## src/rtl/gpio_regblock_pkg.sv

```systemverilog
package gpio_regblock_pkg;

    typedef struct packed {
        logic [4:0] spare;
        logic       drv_en;
        logic       sampled;
        logic       drv_val;
    } pin_byte_t;

    typedef enum logic [1:0] {
        WIN_LEVEL = 2'd0,
        WIN_PIN   = 2'd1,
        WIN_NONE  = 2'd2
    } win_kind_e;

    typedef enum logic [1:0] {
        IRQ_NONE      = 2'd0,
        IRQ_LOW_LEVEL = 2'd1,
        IRQ_FOLLOW    = 2'd2
    } irq_mode_e;

    typedef enum logic {
        NMI_IDLE = 1'b0,
        NMI_DROP = 1'b1
    } nmi_phase_e;

    function automatic pin_byte_t apply_bus_write(pin_byte_t cur, logic [7:0] wd);
        pin_byte_t nxt;
        nxt = pin_byte_t'(wd);
        nxt.sampled = nxt.drv_en ? nxt.drv_val : cur.sampled;
        return nxt;
    endfunction

    function automatic pin_byte_t apply_input(pin_byte_t cur, logic v);
        pin_byte_t nxt;
        nxt = cur;
        nxt.sampled = v;
        return nxt;
    endfunction

    function automatic irq_mode_e mode_for_pin(int pin, int lvl_pin, int pls_pin, int n_irq);
        if (pin >= n_irq)        return IRQ_NONE;
        else if (pin == lvl_pin) return IRQ_LOW_LEVEL;
        else if (pin == pls_pin) return IRQ_FOLLOW;
        else                     return IRQ_NONE;
    endfunction

endpackage

```

## src/rtl/gpio_addr_decode.sv

```systemverilog
module gpio_addr_decode
    import gpio_regblock_pkg::*;
#(
    parameter int ADDR_W      = 6,
    parameter int LEVEL_BYTES = 8,
    parameter int NUM_PINS    = 36,
    localparam int IDX_W      = ADDR_W
) (
    input  logic                bus_sel,
    input  logic                bus_wr,
    input  logic [ADDR_W-1:0]   bus_addr,
    output win_kind_e           kind,
    output logic [IDX_W-1:0]    pin_idx,
    output logic [NUM_PINS-1:0] wr_hit
);
    localparam logic [ADDR_W-1:0] PIN_BASE = ADDR_W'(LEVEL_BYTES);
    localparam logic [ADDR_W-1:0] PIN_END  = ADDR_W'(LEVEL_BYTES + NUM_PINS);

    always_comb begin
        pin_idx = bus_addr - PIN_BASE;
        if (bus_addr < PIN_BASE)     kind = WIN_LEVEL;
        else if (bus_addr < PIN_END) kind = WIN_PIN;
        else                         kind = WIN_NONE;
    end

    for (genvar p = 0; p < NUM_PINS; p++) begin : g_hit
        assign wr_hit[p] = bus_sel && bus_wr && (kind == WIN_PIN)
                           && (pin_idx == IDX_W'(p));
    end

endmodule

```

## src/rtl/gpio_nmi_seq.sv

```systemverilog
module gpio_nmi_seq
    import gpio_regblock_pkg::*;
(
    input  logic clk,
    input  logic rst,
    input  logic nmi_req,
    output logic drive_en,
    output logic drive_val
);
    nmi_phase_e phase_q;

    always_comb begin
        drive_en  = (phase_q == NMI_DROP) || nmi_req;
        drive_val = (phase_q == NMI_IDLE);
    end

    always_ff @(posedge clk) begin
        if (rst) begin
            phase_q <= NMI_IDLE;
        end else if (phase_q == NMI_DROP) begin
            phase_q <= NMI_IDLE;
        end else if (nmi_req) begin
            phase_q <= NMI_DROP;
        end
    end

endmodule

```

## src/rtl/gpio_pin_cell.sv

```systemverilog
module gpio_pin_cell
    import gpio_regblock_pkg::*;
#(
    parameter irq_mode_e IRQ_MODE = IRQ_NONE,
    parameter bit        RST_IN   = 1'b0
) (
    input  logic       clk,
    input  logic       rst,
    input  logic       wr_en,
    input  logic [7:0] wdata,
    input  logic       upd_en,
    input  logic       upd_val,
    output pin_byte_t  byte_q,
    output logic       misuse,
    output logic       irq
);
    pin_byte_t after_wr;
    pin_byte_t after_upd;

    always_comb begin
        after_wr  = wr_en  ? apply_bus_write(byte_q, wdata) : byte_q;
        after_upd = upd_en ? apply_input(after_wr, upd_val) : after_wr;
        misuse    = upd_en && after_wr.drv_en;
    end

    always_ff @(posedge clk) begin
        if (rst) begin
            byte_q <= pin_byte_t'({5'b0, 1'b0, RST_IN, 1'b0});
        end else begin
            byte_q <= after_upd;
        end
    end

    if (IRQ_MODE == IRQ_NONE) begin : g_no_irq
        assign irq = 1'b0;
    end else begin : g_irq
        logic changed;
        logic irq_q;
        assign changed = upd_en && (after_upd.sampled != after_wr.sampled);
        always_ff @(posedge clk) begin
            if (rst) begin
                irq_q <= 1'b0;
            end else if (changed) begin
                irq_q <= (IRQ_MODE == IRQ_LOW_LEVEL) ? !after_upd.sampled
                                                     : after_upd.sampled;
            end
        end
        assign irq = irq_q;
    end

endmodule

```

## src/rtl/gpio_regblock.sv

```systemverilog
module gpio_regblock
    import gpio_regblock_pkg::*;
#(
    parameter int ADDR_W      = 6,
    parameter int LEVEL_BYTES = 8,
    parameter int NUM_PINS    = 36,
    parameter int NUM_IRQ     = 10,
    parameter int LVL_PIN     = 1,
    parameter int PULSE_PIN   = 9
) (
    input  logic                clk,
    input  logic                rst,
    input  logic                bus_sel,
    input  logic                bus_wr,
    input  logic [ADDR_W-1:0]   bus_addr,
    input  logic [7:0]          bus_wdata,
    output logic [7:0]          bus_rdata,
    input  logic [NUM_PINS-1:0] pin_upd,
    input  logic [NUM_PINS-1:0] pin_val,
    input  logic                nmi_req,
    output logic [NUM_IRQ-1:0]  irq_out,
    output logic                misuse_flag
);
    localparam int IDX_W = ADDR_W;

    win_kind_e             kind;
    logic [IDX_W-1:0]      pin_idx;
    logic [NUM_PINS-1:0]   wr_hit;
    logic [NUM_PINS-1:0]   misuse_v;
    logic [NUM_PINS-1:0]   cell_irq;
    pin_byte_t             bytes [NUM_PINS];
    logic                  nmi_drive_en;
    logic                  nmi_drive_val;
    logic                  misuse_q;

    gpio_addr_decode #(
        .ADDR_W      (ADDR_W),
        .LEVEL_BYTES (LEVEL_BYTES),
        .NUM_PINS    (NUM_PINS)
    ) u_dec (
        .bus_sel  (bus_sel),
        .bus_wr   (bus_wr),
        .bus_addr (bus_addr),
        .kind     (kind),
        .pin_idx  (pin_idx),
        .wr_hit   (wr_hit)
    );

    gpio_nmi_seq u_nmi (
        .clk       (clk),
        .rst       (rst),
        .nmi_req   (nmi_req),
        .drive_en  (nmi_drive_en),
        .drive_val (nmi_drive_val)
    );

    for (genvar p = 0; p < NUM_PINS; p++) begin : g_pin
        logic upd_en;
        logic upd_val;
        if (p == PULSE_PIN) begin : g_nmi_mux
            assign upd_en  = pin_upd[p] || nmi_drive_en;
            assign upd_val = nmi_drive_en ? nmi_drive_val : pin_val[p];
        end else begin : g_direct
            assign upd_en  = pin_upd[p];
            assign upd_val = pin_val[p];
        end

        gpio_pin_cell #(
            .IRQ_MODE (mode_for_pin(p, LVL_PIN, PULSE_PIN, NUM_IRQ)),
            .RST_IN   (p == LVL_PIN)
        ) u_cell (
            .clk     (clk),
            .rst     (rst),
            .wr_en   (wr_hit[p]),
            .wdata   (bus_wdata),
            .upd_en  (upd_en),
            .upd_val (upd_val),
            .byte_q  (bytes[p]),
            .misuse  (misuse_v[p]),
            .irq     (cell_irq[p])
        );
    end

    assign irq_out = cell_irq[NUM_IRQ-1:0];

    if (NUM_IRQ < NUM_PINS) begin : g_spare
        logic unused_irq_hi;
        assign unused_irq_hi = |cell_irq[NUM_PINS-1:NUM_IRQ];
    end

    always_comb begin
        bus_rdata = 8'h00;
        if (bus_sel && !bus_wr && kind == WIN_PIN) begin
            bus_rdata = bytes[pin_idx];
        end
    end

    always_ff @(posedge clk) begin
        if (rst) begin
            misuse_q <= 1'b0;
        end else if (|misuse_v) begin
            misuse_q <= 1'b1;
        end
    end

    assign misuse_flag = misuse_q;

endmodule

```

## config.mk

```make
export PLATFORM = sky130hd
export DESIGN_NAME = gpio_regblock
export DESIGN_NICKNAME = d
export VERILOG_FILES = /design/src/rtl/gpio_regblock_pkg.sv /design/src/rtl/gpio_addr_decode.sv /design/src/rtl/gpio_nmi_seq.sv /design/src/rtl/gpio_pin_cell.sv /design/src/rtl/gpio_regblock.sv
export SDC_FILE = /design/constraint.sdc
export NUM_CORES = 1
export LEC_CHECK = 0
export ABC_CLOCK_PERIOD_IN_PS = 9020
export BUFFER_PORTS_ARGS = -buffer_cell sky130_fd_sc_hd__buf_2
export CAP_MARGIN = 10
export CORE_MARGIN = 3
export CORE_UTILIZATION = 66
export DETAILED_ROUTE_END_ITERATION = 12
export GPL_TIMING_DRIVEN = 0
export PLACE_DENSITY = 0.95
export REMOVE_ABC_BUFFERS = 1
export SYNTH_ARGS = -nofsm -noshare
export SYNTH_HDL_FRONTEND = slang
export SYNTH_HIERARCHICAL = 1
export SYNTH_SLANG_ARGS = --single-unit
export TNS_END_PERCENT = 100
```

## constraint.sdc

```tcl
create_clock -name clk -period 9.02 [get_ports clk]
set_input_delay 1.804 -clock clk [delete_from_list [all_inputs] [get_ports clk]]
set_output_delay 1.804 -clock clk [all_outputs]
set_load 0.01 [all_outputs]
```

* Word-level counts from Yosys, hierarchy flattened *
Index checks and enable logic that the tools add are counted.
W data, S select, Z words.

cells by class
  add/sub/neg operators = 1
  magnitude comparators = 3
  equal/unequal tests = 38
  multiplexer cells = 83
  bitwise gates (word level) = 2
  reduce and logical (&&, ||, !) cells = 187

operator list
  cell                   number
  $mux W8                39
  $reduce_bool A2 Y1     68
  $eq A6 B5 Y1 const B   16
  $logic_and A1 B1 Y1    78
  $mux W2                38
  $reduce_and A2 Y1      34
  $bmux W8 S6            1
  $eq A6 B4 Y1 const B   8
  $reduce_or A36 Y1      1
  $eq A6 B3 Y1 const B   4
  $eq A6 B6 Y1 const B   4
  $eq A6 B2 Y1 const B   2
  $ge A7 B7 Y1 const B   1
  $not A6 Y7             1
  $eq A6 B1 Y1 const B   1
  $logic_not A6 Y1       1
  $lt A6 B4 Y1 const B   1
  $lt A6 B6 Y1 const B   1
  $sub A6 B4 Y6 const B  1
  $mux W1                5
  $eq A2 B1 Y1 const B   1
  $logic_not A1 Y1       2
  $logic_or A1 B1 Y1     2
  $ne A1 B1 Y1           2
  other kinds (2)        2

word-level totals
  register bits after elaboration = 292
  input port bits = 91
  logic and storage cells = 462

* Longest topological paths before layout *
Gate-level depths: netlist of run 1.

  depth after elaboration = 10
  gate-level depth with buffers = 13

* Cells and area by module *
Netlist of run 1, hierarchy kept.

by module, submodules not included
  module                               instances  cells an instance  area each (µm²)
  gpio_pin_cell (g_pin[0].u_cell ...)  34         31                 330.3
  gpio_regblock                        1          217                2590.0
  gpio_addr_decode                     1          77                 505.5
  gpio_pin_cell (g_pin[9].u_cell)      1          36                 367.9
  gpio_pin_cell (g_pin[1].u_cell)      1          34                 366.6
  gpio_nmi_seq                         1          4                  37.5

* Worst setup path after synthesis of run 1 *
No wires, ideal clock.

  path kind = in2out
  from = input port bus_addr[0]
  to = output port bus_rdata[3]
  data arrival time = 3.399 ns
  data required time = 7.216 ns
  setup slack = 3.817 ns
  stages = 7
  path buffers = 4
  cells stage by stage = buf_4 buf_6 buf_12 buf_6 mux4_1 a211o_1 a32o_1

between the ends
  cells in the longest elaborated chain, start to end = 6
  elaborated cells between the ends (all ways) = 12

ends and longest elaborated chain
  what                                                                         line                                            source
  from (decl)                                                                  gpio_regblock.sv:15                             input logic [ADDR_W-1:0] bus_addr,
  $sub A6 B4 Y6 / $lt A6 B6 Y1 (equally long branches)                         gpio_addr_decode.sv:20, gpio_addr_decode.sv:22
  $not A6 Y7 (not written as such) / $mux W2 (equally long branches)           gpio_regblock.sv:94, gpio_addr_decode.sv:22
  $bmux W8 S6 / $mux W2 (equally long branches)                                gpio_regblock.sv:94, gpio_addr_decode.sv:21
  $mux W8 (not written as such) / $eq A2 B1 Y1 (equally long branches)         gpio_regblock.sv:94, gpio_regblock.sv:93
  $mux W8 (not written as such) / $logic_and A1 B1 Y1 (equally long branches)  gpio_regblock.sv:94, gpio_regblock.sv:93
  $mux W8 *                                                                    gpio_regblock.sv:93                             if (bus_sel && !bus_wr && kind == WIN_PIN) begin
  to (decl)                                                                    gpio_regblock.sv:17                             output logic [7:0] bus_rdata,

Every way passes the cells marked *; elsewhere a longest branch is shown, timed or not. The select of a mux whose other input is x is not followed.

* Worst setup path after layout of run 1 *
  from = input port bus_addr[3]
  to = output port bus_rdata[1]

between the ends
  cells in the longest elaborated chain, start to end = 6
  elaborated cells between the ends (all ways) = 12

ends and longest elaborated chain
  what                                        line                    source
  $sub A6 B4 Y6                               gpio_addr_decode.sv:20  pin_idx = bus_addr - PIN_BASE;
  named net pin_idx[3]                        gpio_regblock.sv:27     logic [IDX_W-1:0] pin_idx;
  $not A6 Y7 (not written as such)            gpio_regblock.sv:94     bus_rdata = bytes[pin_idx];
  $bmux W8 S6                                 gpio_regblock.sv:94
  $mux W8 (not written as such) (2 in a row)  gpio_regblock.sv:94
  $mux W8                                     gpio_regblock.sv:93

The timed path passes the listed nets, and every way through them passes these cells. The select of a mux whose other input is x is not followed.

==> results of run 1 <==
worst paths after layout:
check                           slack, ns          start             to
worst min-delay path                 0.47  u_nmi/phase_q  u_nmi/phase_q
worst max-delay path                 2.78    bus_addr[3]   bus_rdata[1]
worst max register to register       6.72  u_nmi/phase_q    misuse_flag
worst min register to register       0.47  u_nmi/phase_q  u_nmi/phase_q
routing by layer:
metal | vias to the layer above | GRT usage [%] | part of all wire (%)
met3 | 213 | 7.07 | 9.4
met2 | 734 | 55.2 | 48
met4 | 6 | 15.9 | 5.8
met1 | 5606 | 38.6 | 36
li1 | 5011 | - | -
met5 | - | 0 | 0.095
power by group through the flow:
stage / registers, uW / logic (uW) / clock network, uW
finish: 1310 / 242 / 1300
global route: 1310 / 254 / 1360
CTS: 1310 / 235 / 1300
detailed placement: 1340 / 231 / 0
global placement: 1340 / 215 / 0
floorplan: 1340 / 101 / 0
sequential cells by signal, indices dropped and copies added (netlist names):
signal	count
g_pin.u_cell/byte_q	288
g_pin.u_cell/irq	2
misuse_flag	1
u_nmi/phase_q	1
area by class of cell:
cell class / count / area [um2] / share of cell area [%]
multi-input cells: 904 / 8070 / 49.5
flip-flops and latches: 292 / 5850 / 35.9
repair buffers: 130 / 827 / 5.08
clock buffers: 37 / 806 / 4.95
diodes: 2 / 5.00 / 0.0307
inverters: 43 / 161 / 0.991
clock inverters: 16 / 220 / 1.35
well taps: 280 / 350 / 2.15
through the flow:
| step | hold WS [ns] | cell area (um2) | instances |
|---|---|---|---|
| 6_report | 0.469 | 16300 | 1704 |
| 5_1_grt | 0.495 | 16300 | 1704 |
| 4_1_cts | 0.455 | 16300 | 1702 |
| 3_5_place_dp | 0.446 | 15300 | 1649 |
| 3_3_place_gp | 0.425 | 14700 | 1619 |
| 2_1_floorplan | 0.409 | 13900 | 1239 |
==> run summary, run 1 <==
Total GRT Usage: 32.3%
Sw Share: 24.2%
H-tree Lvls: 1
Final #Nets: 1,492
Leakage: 0.00567 uW
Pre-CTS WS: 2.41 ns
F_max: 0.160 GHz
Fraction of layout cells with a size suffix above 1: 24.3%
WS Path Type: primary input to output pin
Worst Hold Class: flop to flop
CP arrival: 4.44 ns
Most common cell after layout, fill and taps aside: dfxtp_1
Starting density of the core: 67.4%
Reg clk slew, reported paths: 0.06 ns
HPWL Detailed: 24,500 um
Cell Rows: 54
Mapped Area: 0.0148 mm2
Via/cell ratio: 6.79
Final setup vio count: 0
Global-route wire length before repair: 63,300 um
Worst Path Required: 7.22 ns
Critical Path Start Type: primary input
Comb power frac: 8.5%
Antenna-violating nets left: 0
Die H: 156 um
Clock share of power: 45.5%
RSZ-0062 raised after global routing: false
Mean Syn Cell Area: 10.8 um2
Initial antenna violation count: 6
Hold path depth: 1
Post-cts sizing count: 0
Vias in the first global route: 11,900
Final core occ: 74.2%
Slew HR: 15.7%
Pwr per Cell Area: 175 mW/mm2
Syn. warnings: 6
Slew @ Worst Pin: 1.26 ns
Setup ws final: 2.78 ns
Tmin final: 6.24 ns
Largest fanout on the critical path: 16
Total wire length: 40,100 um
Clock latency on the worst-skew pair: 0.55 ns
1st-pass router iterations: 10
Post-CTS repair timing setup buffer count: 0
Largest stage delay, worst path: 0.57 ns
Via Count: 11,600
Switching power total: 690 uW
Slew Viols, Final: 0
Max-cap violations: 0
CTS max path bufs: 3
Largest net degree at the start of global routing: 162
Synthesized netlist cell count: 1,370
Port bufs: 100
Clock sink total: 292
CTS tree: yes
Top Family by Delay on Critical Path: buffers and inverters
Drt drc: 0
Peak supply drop: 0.170 mV
TNS Setup: 0 ns
Outcome: complete, no violations
Clock buffer count from CTS: 29
Final Wtd Congestion: 0.916
Fillcell total: 1,288
CP max-delay cell: inv_1
Core ar.: 0.0220 mm2
Crit path capture type: output pin
Die area: 0.0243 mm2
WL/cell: 23.5 um
CTS root buffer: clkbuf_16
CP Cell Sequence: buf_2 -> inv_1 -> ha_1 -> inv_1 -> clkinv_1 -> and4_1 -> a32o_1 -> buf_2
Sequential share of power: 46.0%
Final period utilization: 69.2%
Design Power: 2860 uW
Clock Skew: 0.0146 ns
Commonest non-fill, non-tap cells in the layout: 292 x dfxtp_1, 288 x mux2i_1, 262 x nor2_1
Final Hold Violating Endpoints: 0
WP depth: 8
GRT Residual Overflow: 0
Worst path bufs/invs: 5
# IOs: 110
CTS Hold Buffers Added: 0
Cell internal pwr: 2170 uW
FF-to-FF path depth: 7
Area delta synth->final: 9.98%
Die width: 156 um
DRT iter0 DRCs: 1,515
Power figures use the tool's default switching activity.
==> inputs of run 2 (changes only) <==
--- a/config.mk
+++ b/config.mk
@@ -5,14 +5,15 @@
 export SDC_FILE = /design/constraint.sdc
 export NUM_CORES = 1
 export LEC_CHECK = 0
-export ABC_CLOCK_PERIOD_IN_PS = 9020
+export ABC_AREA = 1
+export ABC_CLOCK_PERIOD_IN_PS = 5300
 export BUFFER_PORTS_ARGS = -buffer_cell sky130_fd_sc_hd__buf_2
 export CAP_MARGIN = 10
 export CORE_MARGIN = 3
-export CORE_UTILIZATION = 66
+export CORE_UTILIZATION = 55
 export DETAILED_ROUTE_END_ITERATION = 12
 export GPL_TIMING_DRIVEN = 0
-export PLACE_DENSITY = 0.95
+export PLACE_DENSITY = 0.86
 export REMOVE_ABC_BUFFERS = 1
 export SYNTH_ARGS = -nofsm -noshare
 export SYNTH_HDL_FRONTEND = slang
==> constraint.sdc (replaced) <==
create_clock -name clk -period 5.3 [get_ports clk]
set_input_delay 1.06 -clock clk [delete_from_list [all_inputs] [get_ports clk]]
set_output_delay 1.06 -clock clk [all_outputs]
set_load 0.01 [all_outputs]
==> run 2 against run 1 <==
  * Clock-buffer cell count grew 4
  * Synthesized area grew 5.7%
  * Clock power is 71% higher
  * Clock skew is 0.0025 ns higher
  * Die area increased by 26%
  * Critical path depth is 3 higher
  * Combinational power up 97%
==> run summary, run 2 <==
Outcome: complete, no violations
Tmin final: 5.09 ns
Peak supply drop: 0.248 mV
Fin Hold WS: 0.460 ns
F_max: 0.196 GHz
CTS root buffer: clkbuf_16
Hold path depth: 2
Final period utilization: 96.1%
Area delta synth->final: 7.39%
WP depth: 11
Clock Skew: 0.0171 ns
CTS tree: yes
Post-cts sizing count: 0
Largest fanout on the critical path: 22
Commonest non-fill, non-tap cells in the layout: 847 x nand2_1, 292 x dfxtp_1, 263 x nand3_1
Pwr per Cell Area: 293 mW/mm2
Mean Syn Cell Area: 6.39 um2
HPWL Detailed: 28,300 um
RSZ-0062 raised after global routing: false
Reg clk slew, reported paths: 0.06 ns
Total GRT Usage: 27.5%
Final core occ: 60.2%
DRT iter0 DRCs: 1,627
Via/cell ratio: 5.51
CP Cell Sequence: buf_2 -> inv_2 -> ha_1 -> clkinvlp_4 -> inv_1 -> nand2_1 -> nor2_1 -> nand2_1 -> nand3_1 -> a21oi_1 -> buf_2
Antenna-violating nets left: 0
Initial antenna violation count: 1
CTS Hold Buffers Added: 0
Largest stage delay, worst path: 0.72 ns
Flop2flop setup slack: 3.09 ns
Final Instance Area: 0.0168 mm2
Leakage: 0.00673 uW
Clock buffer count from CTS: 30
Die width: 175 um
Fillcell total: 2,553
Crit path capture type: output pin
Critical Path Start Type: primary input
Final Wtd Congestion: 0.971
Via Count: 15,600
R2R Path Start: u_nmi/phase_q
Antenna diode count: 0
Global Route met2 Usage: 46.6%
Global-route wire length before repair: 71,000 um
Mapped Area: 0.0157 mm2
H-tree Lvls: 1
Drt drc: 0
Post-CTS repair timing setup buffer count: 0
GRT Residual Overflow: 0
Worst Hold Class: flop to flop
Gr busiest metal: met2
Clock sink total: 292
Fraction of layout cells with a size suffix above 1: 12.8%
Die area: 0.0305 mm2
Synthesized netlist cell count: 2,450
Starting density of the core: 56.0%
Slew HR: 35.7%
Die H: 175 um
Biggest register: g_pin.u_cell/byte_q
WL/cell: 15.4 um
Final setup vio count: 0
Max-cap violations: 0
Total wire length: 43,700 um
Slew @ Worst Pin: 0.964 ns
Worst Path Required: 4.24 ns
# IOs: 110
Final Hold Violating Endpoints: 0
FF-to-FF path depth: 8
Hold Crit Start: g_pin[27].u_cell/byte_q[6]
WS Path Type: primary input to output pin
Syn. warnings: 6
Worst path bufs/invs: 5
Top Family by Delay on Critical Path: buffers and inverters
Area after DPL: 0.0157 mm2
Met1 GRT Util: 34.1%
GR Util met3: 4.54%
Final #Nets: 2,531
Core ar.: 0.0279 mm2
CTS max path bufs: 3
Non-Filler Instances: 2,840
Max reg flops: 288
Largest net degree at the start of global routing: 146
Slew Viols, Final: 0
Clock latency on the worst-skew pair: 0.56 ns
Cell Rows: 61
CP max-delay cell: ha_1
Vias in the first global route: 14,700
1st-pass router iterations: 6
Critical Path Start: bus_addr[3]
Port bufs: 100
CP arrival: 4.03 ns
Cell Count Post-Placement: 2,784
Most common cell after layout, fill and taps aside: nand2_1
==> run 2: path summary, 6_finish.rpt <==
check,end
worst min register to register,g_pin[27].u_cell/byte_q[6]
worst min-delay path,g_pin[27].u_cell/byte_q[6]
worst max-delay path,bus_rdata[2]
worst max register to register,misuse_flag
==> run 2: worst register-to-register path, cell delays in order (launching register included) <==
cell and delay, ns:
dfxtp_1 0.31, or2_1 0.24, or2_2 0.32, inv_1 0.08
nor2_1 0.05, nor4_1 0.60, nand2_1 0.10, nor2_1 0.27
a21oi_1 0.11
==> run 2: metal layers <==
metal,routed length [um],vias to the layer above
met5,13,-
met4,1930,2
met3,3840,149
met2,20600,780
met1,17300,7113
li1,-,7602
==> run 2: metrics by stage <==
| step | setup WS [ns] | setup TNS [ns] | total power [uW] |
|---|---|---|---|
| CTS | 0.0267 | 0 | 4930 |
| global placement | -1.77 | -24.19 | 2730 |
| detailed placement | 0.0462 | 0 | 2740 |
| finish | 0.208 | 0 | 4930 |
| global route | 0.0710 | 0 | 5080 |
| floorplan | 1.15 | 0 | 2500 |
==> run 2: power breakdown <==
part           total [uW]  internal, uW  switching, uW
clock network        2220          1320            902
registers            2230          2220           12.8
logic                 476           131            345
total                4930          3670           1260
==> run 2: layout make-up <==
type                            count  area (um2)  share of cell area (%)
Clock buffer                       41         893                    5.32
Tap cell                          378         473                    2.81
Clock inverter                     14         158                   0.938
Timing Repair inverter              1        5.00                  0.0298
Multi-Input combinational cell   1774        7880                    46.9
Timing Repair Buffer              106         664                    3.95
Sequential cell                   292        5850                    34.8
Inverter                          234         885                    5.26
